**config.mk**
```make
export PLATFORM = sky130hd
export DESIGN_NAME = irseq_tx
export DESIGN_NICKNAME = d
export VERILOG_FILES = /design/src/rtl/irseq_pkg.sv /design/src/rtl/irseq_table.sv /design/src/rtl/irseq_seek.sv /design/src/rtl/irseq_timer.sv /design/src/rtl/irseq_tx.sv
export SDC_FILE = /design/constraint.sdc
export NUM_CORES = 1
export LEC_CHECK = 0
export BUFFER_PORTS_ARGS = -buffer_cell sky130_fd_sc_hd__clkbuf_2
export CAP_MARGIN = 20
export CORE_MARGIN = 10
export CORE_UTILIZATION = 35
export CTS_CLUSTER_SIZE = 30
export DETAILED_ROUTE_END_ITERATION = 16
export HOLD_SLACK_MARGIN = 0.03
export PLACE_DENSITY_LB_ADDON = 0.12
export SYNTH_ARGS = -nofsm -noshare
export SYNTH_HDL_FRONTEND = slang
export SYNTH_SLANG_ARGS = --single-unit
```
**constraint.sdc**
```tcl
create_clock -name clk -period 5.9 [get_ports clk]
set_input_delay 0.295 -clock clk [delete_from_list [all_inputs] [get_ports clk]]
set_output_delay 0.295 -clock clk [all_outputs]
set_load 0.005 [all_outputs]
```
**src/rtl/irseq_pkg.sv**
```systemverilog
package irseq_pkg;

    // Sequencer control states
    typedef enum logic [1:0] {
        ST_IDLE   = 2'd0,
        ST_LAUNCH = 2'd1,
        ST_PLAY   = 2'd2,
        ST_FINISH = 2'd3
    } irseq_state_e;

endpackage

```
**src/rtl/irseq_table.sv**
```systemverilog
// Captures the sequence description on start and marks which entries
// will actually occupy time on the output.
module irseq_table #(
    parameter int UNIT_W = 12,
    parameter int MULT_W = 4,
    parameter int LEVELS = 64,
    parameter int CNT_W  = 7
) (
    input  logic                       clk,
    input  logic                       rst_n,
    input  logic                       load_i,
    input  logic [LEVELS*MULT_W-1:0]   table_i,
    input  logic [UNIT_W-1:0]          unit_i,
    input  logic [CNT_W-1:0]           count_i,
    output logic [LEVELS*MULT_W-1:0]   mults_o,
    output logic [UNIT_W-1:0]          unit_o,
    output logic [LEVELS-1:0]          live_o
);

    localparam logic [CNT_W-1:0] CNT_CAP = CNT_W'(LEVELS);

    logic [LEVELS*MULT_W-1:0] table_q;
    logic [UNIT_W-1:0]        unit_q;
    logic [CNT_W-1:0]         limit_q;
    logic [CNT_W-1:0]         limit_d;

    // Counts beyond the table size play the whole table
    always_comb begin
        limit_d = (count_i > CNT_CAP) ? CNT_CAP : count_i;
    end

    always_ff @(posedge clk or negedge rst_n) begin
        if (!rst_n) begin
            table_q <= '0;
            unit_q  <= '0;
            limit_q <= '0;
        end else if (load_i) begin
            table_q <= table_i;
            unit_q  <= unit_i;
            limit_q <= limit_d;
        end
    end

    // An entry is live when it lies inside the count and has a non-zero length
    for (genvar g = 0; g < LEVELS; g++) begin : g_live
        assign live_o[g] = (table_q[g*MULT_W +: MULT_W] != '0)
                        && (CNT_W'(g) < limit_q)
                        && (unit_q != '0);
    end

    assign mults_o = table_q;
    assign unit_o  = unit_q;

endmodule

```
**src/rtl/irseq_seek.sv**
```systemverilog
// Finds the lowest live entry at or above a starting index.
module irseq_seek #(
    parameter int LEVELS = 64,
    parameter int IDX_W  = 6
) (
    input  logic [LEVELS-1:0] live_i,
    input  logic [IDX_W:0]    from_i,
    output logic              found_o,
    output logic [IDX_W-1:0]  idx_o
);

    always_comb begin
        found_o = 1'b0;
        idx_o   = '0;
        for (int k = LEVELS - 1; k >= 0; k--) begin
            if (live_i[k] && (k >= int'(from_i))) begin
                found_o = 1'b1;
                idx_o   = IDX_W'(k);
            end
        end
    end

endmodule

```
**src/rtl/irseq_timer.sv**
```systemverilog
// Two cascaded down-counters: unit cycles within each multiple, and
// multiples within the level.
module irseq_timer #(
    parameter int UNIT_W = 12,
    parameter int MULT_W = 4
) (
    input  logic              clk,
    input  logic              rst_n,
    input  logic              load_i,
    input  logic [UNIT_W-1:0] unit_i,
    input  logic [MULT_W-1:0] mult_i,
    input  logic              run_i,
    output logic              last_o
);

    logic [UNIT_W-1:0] unit_cnt_q;
    logic [MULT_W-1:0] mult_cnt_q;
    logic              unit_wrap;
    logic              mult_last;

    assign unit_wrap = (unit_cnt_q == UNIT_W'(1));
    assign mult_last = (mult_cnt_q == MULT_W'(1));
    assign last_o    = run_i && unit_wrap && mult_last;

    always_ff @(posedge clk or negedge rst_n) begin
        if (!rst_n) begin
            unit_cnt_q <= '0;
            mult_cnt_q <= '0;
        end else if (load_i) begin
            unit_cnt_q <= unit_i;
            mult_cnt_q <= mult_i;
        end else if (run_i) begin
            if (unit_wrap) begin
                if (!mult_last) begin
                    mult_cnt_q <= mult_cnt_q - MULT_W'(1);
                    unit_cnt_q <= unit_i;
                end
            end else begin
                unit_cnt_q <= unit_cnt_q - UNIT_W'(1);
            end
        end
    end

    // a level being played was loaded with a non-zero length
    p_level_nonzero_r3: assert property (@(posedge clk) disable iff (!rst_n)
        run_i |-> (unit_cnt_q != '0) && (mult_cnt_q != '0));

endmodule

```
**src/rtl/irseq_tx.sv**
```systemverilog
// Alternating-level pulse sequencer, top level.
module irseq_tx
    import irseq_pkg::*;
#(
    parameter int UNIT_W    = 12,
    parameter int MULT_W    = 4,
    parameter int NUM_WORDS = 8,
    parameter int WORD_W    = 32,
    localparam int TABLE_W  = NUM_WORDS * WORD_W,
    localparam int LEVELS   = TABLE_W / MULT_W,
    localparam int IDX_W    = $clog2(LEVELS),
    localparam int CNT_W    = $clog2(LEVELS + 1)
) (
    input  logic               clk,
    input  logic               rst_n,
    input  logic               start_i,
    input  logic [CNT_W-1:0]   level_cnt_i,
    input  logic [UNIT_W-1:0]  unit_i,
    input  logic [TABLE_W-1:0] table_i,
    output logic               env_o,
    output logic               busy_o,
    output logic               done_o
);

    irseq_state_e state_q, state_d;

    logic [IDX_W-1:0]         idx_q;
    logic [LEVELS*MULT_W-1:0] mults;
    logic [UNIT_W-1:0]        unit_lat;
    logic [LEVELS-1:0]        live;
    logic [IDX_W:0]           seek_from;
    logic                     seek_found;
    logic [IDX_W-1:0]         seek_idx;
    logic                     table_load;
    logic                     timer_load;
    logic                     timer_run;
    logic                     level_end;
    logic [MULT_W-1:0]        next_mult;

    irseq_table #(
        .UNIT_W (UNIT_W),
        .MULT_W (MULT_W),
        .LEVELS (LEVELS),
        .CNT_W  (CNT_W)
    ) table_i0 (
        .clk     (clk),
        .rst_n   (rst_n),
        .load_i  (table_load),
        .table_i (table_i),
        .unit_i  (unit_i),
        .count_i (level_cnt_i),
        .mults_o (mults),
        .unit_o  (unit_lat),
        .live_o  (live)
    );

    irseq_seek #(
        .LEVELS (LEVELS),
        .IDX_W  (IDX_W)
    ) seek_i0 (
        .live_i  (live),
        .from_i  (seek_from),
        .found_o (seek_found),
        .idx_o   (seek_idx)
    );

    irseq_timer #(
        .UNIT_W (UNIT_W),
        .MULT_W (MULT_W)
    ) timer_i0 (
        .clk    (clk),
        .rst_n  (rst_n),
        .load_i (timer_load),
        .unit_i (unit_lat),
        .mult_i (next_mult),
        .run_i  (timer_run),
        .last_o (level_end)
    );

    // Search begins at entry 0 on launch, after the current entry during play
    assign seek_from  = (state_q == ST_PLAY)
                      ? ({1'b0, idx_q} + (IDX_W+1)'(1))
                      : '0;
    assign next_mult  = mults[seek_idx*MULT_W +: MULT_W];
    assign table_load = (state_q == ST_IDLE) && start_i;
    assign timer_run  = (state_q == ST_PLAY);
    assign timer_load = seek_found
                     && ((state_q == ST_LAUNCH) || ((state_q == ST_PLAY) && level_end));

    // State register
    always_ff @(posedge clk or negedge rst_n) begin
        if (!rst_n) begin
            state_q <= ST_IDLE;
            idx_q   <= '0;
        end else begin
            state_q <= state_d;
            if (timer_load) begin
                idx_q <= seek_idx;
            end
        end
    end

    // Transitions
    always_comb begin
        state_d = state_q;
        unique case (state_q)
            ST_IDLE:   if (start_i) state_d = ST_LAUNCH;
            ST_LAUNCH: state_d = seek_found ? ST_PLAY : ST_FINISH;
            ST_PLAY:   if (level_end) state_d = seek_found ? ST_PLAY : ST_FINISH;
            ST_FINISH: state_d = ST_IDLE;
            default:   state_d = ST_IDLE;
        endcase
    end

    // Outputs; level value follows entry parity
    always_comb begin
        env_o  = 1'b0;
        busy_o = 1'b1;
        done_o = 1'b0;
        unique case (state_q)
            ST_IDLE:   busy_o = 1'b0;
            ST_LAUNCH: ;
            ST_PLAY:   env_o  = ~idx_q[0];
            ST_FINISH: done_o = 1'b1;
            default:   busy_o = 1'b0;
        endcase
    end

    // end pulse lasts one cycle
    p_done_single_r7: assert property (@(posedge clk) disable iff (!rst_n)
        done_o |=> !done_o && !busy_o);

    // end cycle is busy with the envelope low
    p_done_quiet_r7: assert property (@(posedge clk) disable iff (!rst_n)
        done_o |-> busy_o && !env_o);

    // no envelope while idle
    p_env_idle_r9: assert property (@(posedge clk) disable iff (!rst_n)
        !busy_o |-> !env_o);

    // an accepted start leads to a quiet busy cycle
    p_launch_r2: assert property (@(posedge clk) disable iff (!rst_n)
        (start_i && !busy_o) |=> busy_o && !env_o && !done_o);

    // a running sequence stays busy until its end pulse
    p_busy_hold_r8: assert property (@(posedge clk) disable iff (!rst_n)
        (busy_o && !done_o) |=> busy_o);

    // consecutive played entries advance in index order
    p_order_r4: assert property (@(posedge clk) disable iff (!rst_n)
        (timer_run && timer_load) |-> (seek_idx > idx_q));

endmodule

```
==> results of run 1 <==
## layer usage
| layer | vias up | global-route usage, % |
|---|---|---|
| met1 | 8801 | 34.5 |
| met4 | 2 | 8.46 |
| li1 | 7682 | - |
| met5 | - | 0 |
| met2 | 666 | 44.5 |
| met3 | 150 | 4.22 |
## registers in the layout, summed over array words and instances, names as in the netlist
name	cells
table_i0.limit_q	7
timer_i0.unit_cnt_q	12
table_i0.unit_o	12
state_q	2
idx_q	6
table_i0.mults_o	256
timer_i0.mult_cnt_q	4
## what timing repair did
action                                  4_1_cts  5_1_grt
endpoints found under the hold margin       328        0
buffers inserted                              0        3
gates resized for setup                       0        2
endpoints found under the setup margin        0        4
hold buffers                                274        0
## worst paths after layout
kind                                        from                     end  slack, ns  cells past startpoint
setup / recovery                        idx_q[0]  timer_i0.mult_cnt_q[2]       0.19                     18
hold reg to reg            table_i0.mults_o[186]   table_i0.mults_o[186]       0.53                      1
hold / removal                    level_cnt_i[5]     table_i0.limit_q[5]       0.06                      3
max in group asynchronous                  rst_n  timer_i0.mult_cnt_q[1]       4.43                      3
min in group asynchronous                  rst_n      table_i0.unit_o[7]       0.27                      2
setup reg to reg                        idx_q[0]  timer_i0.mult_cnt_q[2]       0.19                     18
## worst min-delay path, cell delays in order
cell	delay [ns]
clkbuf_2	0.08
nand2b_1	0.11
o21ai_0	0.09
## synthesized netlist by cell type, drive strengths merged (7+ instances only)
cell type  count  share of area [%]
dfrtp        299                 42
mux2         291                 18
nand2        104                2.2
a21oi        101                2.9
nor4          79                2.8
o21ai         74                2.2
mux2i         71                4.1
clkbuf        59                1.2
nor2          58                1.2
nand3         48                1.4
buf           45                1.8
nor3          29               0.84
inv           25               0.53
a211oi        23                1.0
a31oi         23               0.81
o211ai        22               0.99
nand2b        21               0.74
mux4          20                2.5
a21o          17               0.72
o31ai         17               0.80
nand4         15               0.61
o22ai         15               0.53
and2          14               0.49
and3          12               0.42
a22oi         11               0.46
ha             9               0.63
nor2b          9               0.32
o21a           8               0.34
o311ai         8               0.39
a32oi          7               0.34
or4            7               0.30
## cell type report
class / count / share of cell area [%]
multi-input combinational: 1225 / 39.0
antenna: 5 / 0.0501
inverter: 25 / 0.376
tap: 672 / 3.37
sequential: 299 / 30.0
timing repair buffer: 719 / 22.3
clock inverter: 16 / 1.03
clock buffer: 48 / 3.96
## report_power, final
group	switching, mW	leakage (nW)	internal [mW]
registers	1.14	3.56	3.10
clock network	0.951	0.598	1.41
logic	4.90	6.75	4.17
## cells by family after synthesis
family	count (synthesis)
simple gates	418
fa+ha+maj	9
xor+xnor	5
flops	299
compound gates	411
buf+inv	129
mux	382
## layout by cell type (no fill, tap or decap), types with 12 or more instances in the layout
cell type	count
mux4_2	20
o22ai_1	14
o21ai_0	61
nand4_1	14
nor3_1	28
clkbuf_2	279
buf_4	151
nand2b_1	21
mux2_2	289
a31oi_1	23
o31ai_1	16
dfrtp_1	299
a211oi_1	21
inv_1	25
nand3_1	47
nor4_1	78
nand2_1	101
and2_1	14
mux2i_1	69
o211ai_1	20
a21oi_1	100
and3_1	12
a21o_1	17
clkbuf_16	37
nor2_1	57
dlygate4sd3_1	274
buf_12	13
==> run metrics, run 1 <==
largest family of logic cells by synthesized area=multiplexers; GPL Wtd Cong=0.990; layout cells sized above 1=a little over a third; Final setup viols=0; outcome=complete, no violations; fmax=roughly 0.18 GHz; FILL cells=about 4,600; vias in the first global route=about 18,000; hpwl dp=approximately 62,000 microns; WS Path Type=flip-flop to flip-flop; setup TNS=0 ns; Setup WS post-layout=0.187 ns; met2 wire length=39,600 microns; Placed Instances=2,662; Yosys reg bits=roughly 300; Synth Area in Adders=less than 1%; Top Metal Used=met5; CTS tree=done; met3 WL=4870 microns; WL/cell=about 27 microns; std cell rows=just over 80; Final Hold Viols=0; Total Wirelength=81,700 microns; Net Count, Synth=1,940; Peak VDD IR=about 320 uV; # nets final=approximately 2,600; CTS Root Cell=clkbuf_16; register area share after synthesis=between 40% and 50%; Core Region=50,200 sq um; starting density of the core=a little over a third; maximum root-to-sink buffer count=3; dpl cell area=approximately 21,000 sq um; fraction of registers with async set/reset=100%; Die ar.=60,200 sq um; total CTS buffers=36; Fin Clk Skew=~0.025 ns; die height=approximately 250 microns; DR iter-0 viols=between 1,000 and 1,500; Post-Synth XOR/XNOR Area=less than 1%; Post-synth EDFFs=0; DR vias/cell=5.75; Simple-Gate Fraction of Synth Area=between 10% and 20%; mux contribution to synthesized area=~25%; Register Area=~7500 sq um; Hold Crit Class=input pin to flip-flop; CP most frequent cell=buf_4; initial antenna violation count=4; Final period util=roughly 97%; pin count of the biggest net entering global routing=~160; Finished Core Util=roughly half; critical path peak fanout=17; die span in x=approximately 250 microns; Largest delay share family, worst path=compound AO/OA/AOI/OAI gates; area taken by multi-input logic gates=between 9000 and 10,000 sq um; maxcap violations=0; Slew @ Worst Pin=between 1 and 1.5 ns; Unique masters post-synth=94; Synth Area per Inst=between 10 and 15 sq um; via count=17,300; worst path cell trace=ha_2 > and3_1 > mux2i_4 > buf_4 > nand4_1 > a211oi_1 > a31oi_1 > o211ai_1 > o2111ai_1 > o21a_1 > nor2_4 > buf_4 > buf_4 > mux2i_1 > o221a_1 > o41ai_1 > a32o_1 > a31o_1; DRC viols=0; Slew Viols, Final=0; H-tree depth=2; first-pass GRT wire length=between 100,000 and 150,000 microns; clock slew seen by the registers of the worst setup and hold paths=about 0.060 ns; pre-CTS WS=0.210 ns; CP max stage cell=dfrtp_1; post-synthesis cell count=about 1,700; Worst Setup End Kind=flip-flop; latest clock arrival within the worst-skew pair=around 0.58 ns; Tot GR Track Use=about a quarter; total power=~16 mW; Final Non-Filler Cells=around 3,000; Slew Limit Headroom=29.9%; power density over the cells=around 630 nW/um^2; unrepaired setup endpoints after global routing=no; WP buf/inv=3; Crit path required time=around 6.4 ns; mapped cell area=roughly 18,000 sq um; clk sinks=299; Ys Warns=0; total grt overflow=0; wire length on met1=34,700 microns; Pleak=between 10 and 15 nW; Top FF cell, synth=dfrtp_1; design area=25,000 sq um; nature of the critical path startpoint=flip-flop; Arr. time, crit path=6.23 ns; worst hold slack=0.0589 ns; Port Buf Inserts=280; Top Ports=about 280; Layout area overhead=40.3%; longest individual stage delay on the worst path=~0.51 ns; Pre-Repair DR Iteration Count=6; Antenna Violating Nets Remaining=0; Tmin final=about 5.7 ns; compound-cell area share of the yosys netlist=roughly 16%
Power figures use the tool's default switching activity.
==> inputs of run 2 (changes only) <==
Settings changed: CORE_UTILIZATION 35 to 50.
==> run 2 against run 1 <==
Effect of this change: utilization is 19 points higher; final cell count is 8.6% lower; combinational power fell by 2.9%; sequential share of layout area is 0.95 points higher; critical path depth down 1; clock skew is 0.0014 ns higher; highest routed layer unchanged.
==> run metrics, run 2 (same netlist as run 1, synthesis figures left out) <==
outcome=complete, no violations; total CTS buffers=34 (-5.6%); unrepaired setup endpoints after global routing=no; Pre-Repair DR Iteration Count=6 (unchanged); GRT met1 Usage=44.3% (+9.8 points); Slew Limit Headroom=25.9% (-4.0 points); Pleak=10.6 nW (-2.5%); Final setup viols=0 (unchanged); worst path cell trace=ha_1 > xor2_2 > and3_1 > a2bb2oi_1 > o21ai_1 > o21bai_1 > a2111oi_0 > buf_4 > o2111ai_1 > o21a_1 > nor2_4 > buf_12 > mux4_2 > mux2i_1 > o32ai_1 > a21oi_1 > a32oi_1; Antenna Violating Nets Remaining=0 (unchanged); most common cell after layout, fill and taps aside=dfrtp_1; Fin Clk Skew=0.0267 ns (+0.00135 ns); die span in x=209 microns (-15%); worst hold slack=0.0310 ns (-0.0279 ns); layer with the highest usage=met2; longest individual stage delay on the worst path=0.57 ns (+0.06 ns); Total Wirelength=80,500 microns (-1.5%); total grt overflow=0 (unchanged); WL/cell=29.3 microns (+7.8%); hpwl dp=56,900 microns (-8.8%); CP max stage cell=and3_1; via count=17,700 (+2.3%); Finished Core Util=68.5% (+19 points); initial antenna violation count=6 (+2); Hold Crit Class=input pin to flip-flop; maxcap violations=0 (unchanged); critical path peak fanout=15 (-2); Final period util=95.3% (-1.5 points); area taken by multi-input logic gates=9700 sq um (-0.19%); DR iter-0 viols=2,258 (+56%); FILL cells=2,475 (-46%); Post-CTS Setup Inserts=0 (unchanged); die height=209 microns (-15%); Worst Setup End Kind=flip-flop; Peak VDD IR=556 uV (+71%); Layout area overhead=36.0%; Slew Viols, Final=0 (unchanged); # nets final=2,546 (-1.8%); first-pass GRT wire length=119,000 microns (-0.92%); Top Ports=281 (unchanged); Die ar.=43,500 sq um (-28%); nature of the critical path startpoint=flip-flop; maximum root-to-sink buffer count=3 (unchanged); Core Region=35,300 sq um (-30%); Port Buf Inserts=280 (unchanged); pin count of the biggest net entering global routing=169 (+7.6%); std cell rows=69 (-16%); latest clock arrival within the worst-skew pair=0.56 ns (-0.02 ns); Arr. time, crit path=6.05 ns (-0.18 ns); layout cells sized above 1=35.2% (-1.2 points); Crit path required time=6.33 ns (-0.09 ns); Tmin final=5.62 ns (-0.0893 ns); CTS Root Cell=clkbuf_16; total power=15.3 mW (-2.5%); CTS tree=done; WS Path Type=flip-flop to flip-flop; power density over the cells=632 nW/um^2 (+0.63%); max reg flops=256 (unchanged); DRC viols=0 (unchanged); clock slew seen by the registers of the worst setup and hold paths=0.06 ns (about the same); vias in the first global route=18,200 (+1.2%); GPL Wtd Cong=1.10 (+12%); fmax=0.178 GHz (+1.6%); Register Area=7480 sq um (unchanged); Tot GR Track Use=35.7% (+9.2 points); met3 usage=8.10% (+3.9 points); Slew @ Worst Pin=1.10 ns (+0.0601 ns); met2 Usage GRT=58.0% (+13 points); clk sinks=299 (unchanged); DR vias/cell=6.44 (+12%); H-tree depth=2 (unchanged); starting density of the core=50.4% (+15 points); setup TNS=0 ns (unchanged); Final Hold Viols=0 (unchanged); most frequent cells in the layout=299 x dfrtp_1, 289 x mux2_2, 279 x clkbuf_2, 271 x dlygate4sd3_1, 112 x buf_4
==> run 2: changes by cell type in the layout (fill, tap and decap cells not counted), moves of 2 or more <==
cell	delta
clkinv_2	+2
buf_12	-2
dlygate4sd3_1	-3
buf_4	-39
clkbuf_16	-3
bufinv_16	-2
clkbuf_8	+3
clkinv_4	-2
==> run 2: final cells by class <==
cell class | instances | share of cell area (%)
clock buffers | 47 | 3.93
clock inverters | 14 | 0.755
well taps | 461 | 2.38
multi-input cells | 1225 | 40.1
diodes | 5 | 0.0517
inverters | 25 | 0.388
flip-flops and latches | 299 | 30.9
repair buffers | 674 | 21.4
==> run 2: stage by stage <==
step	worst slack (ns)	instances	area (sq um)
floorplan	1.71	1653	17800
global placement	0.312	2413	20300
detailed placement	0.147	2413	20300
CTS	0.0828	2745	24200
global route	0.0417	2749	24200
finish	0.277	2750	24200
==> run 2: timing repair <==
item,4_1_cts,5_1_grt
resized for setup,0,3
hold endpoints to repair,356,0
hold buffers,271,0
setup endpoints to repair,0,4
==> run 2: report_power, final <==
part | leakage [nW] | total, mW | internal, mW | switching [mW]
clock network | 0.551 | 2.18 | 1.27 | 0.913
registers | 3.56 | 4.30 | 3.10 | 1.21
logic | 6.52 | 8.80 | 3.92 | 4.88
total | 10.6 | 15.3 | 8.29 | 6.99
==> run 2: metal layers <==
metal | vias to the layer above | wire, microns
met1 | 8751 | 30700
met4 | 4 | 4120
met3 | 253 | 7360
li1 | 7579 | -
met5 | - | 33
met2 | 1110 | 38300
==> run 2: worst paths after layout <==
kind / startpoint / to / slack [ns] / cells after the start
setup / recovery: idx_q[0] / timer_i0.mult_cnt_q[3] / 0.28 / 17
max in group asynchronous: rst_n / table_i0.mults_o[58] / 4.19 / 3
setup reg to reg: idx_q[0] / timer_i0.mult_cnt_q[3] / 0.28 / 17
hold / removal: level_cnt_i[4] / table_i0.limit_q[4] / 0.03 / 3
hold reg to reg: table_i0.mults_o[72] / table_i0.mults_o[72] / 0.53 / 1
min in group asynchronous: rst_n / table_i0.unit_o[0] / 0.35 / 2
==> run 2: critical path, delay by kind of cell, from the launching register on <==
kind,cells,cell delay [ns]
muxes,2,0.95
buffers and inverters,2,0.40
AOI/OAI and AO/OA,9,2.11
adders and majority gates,1,0.32
and+or+nand+nor,2,0.70
xor gates and xnor gates,1,0.47
DFF,1,0.53
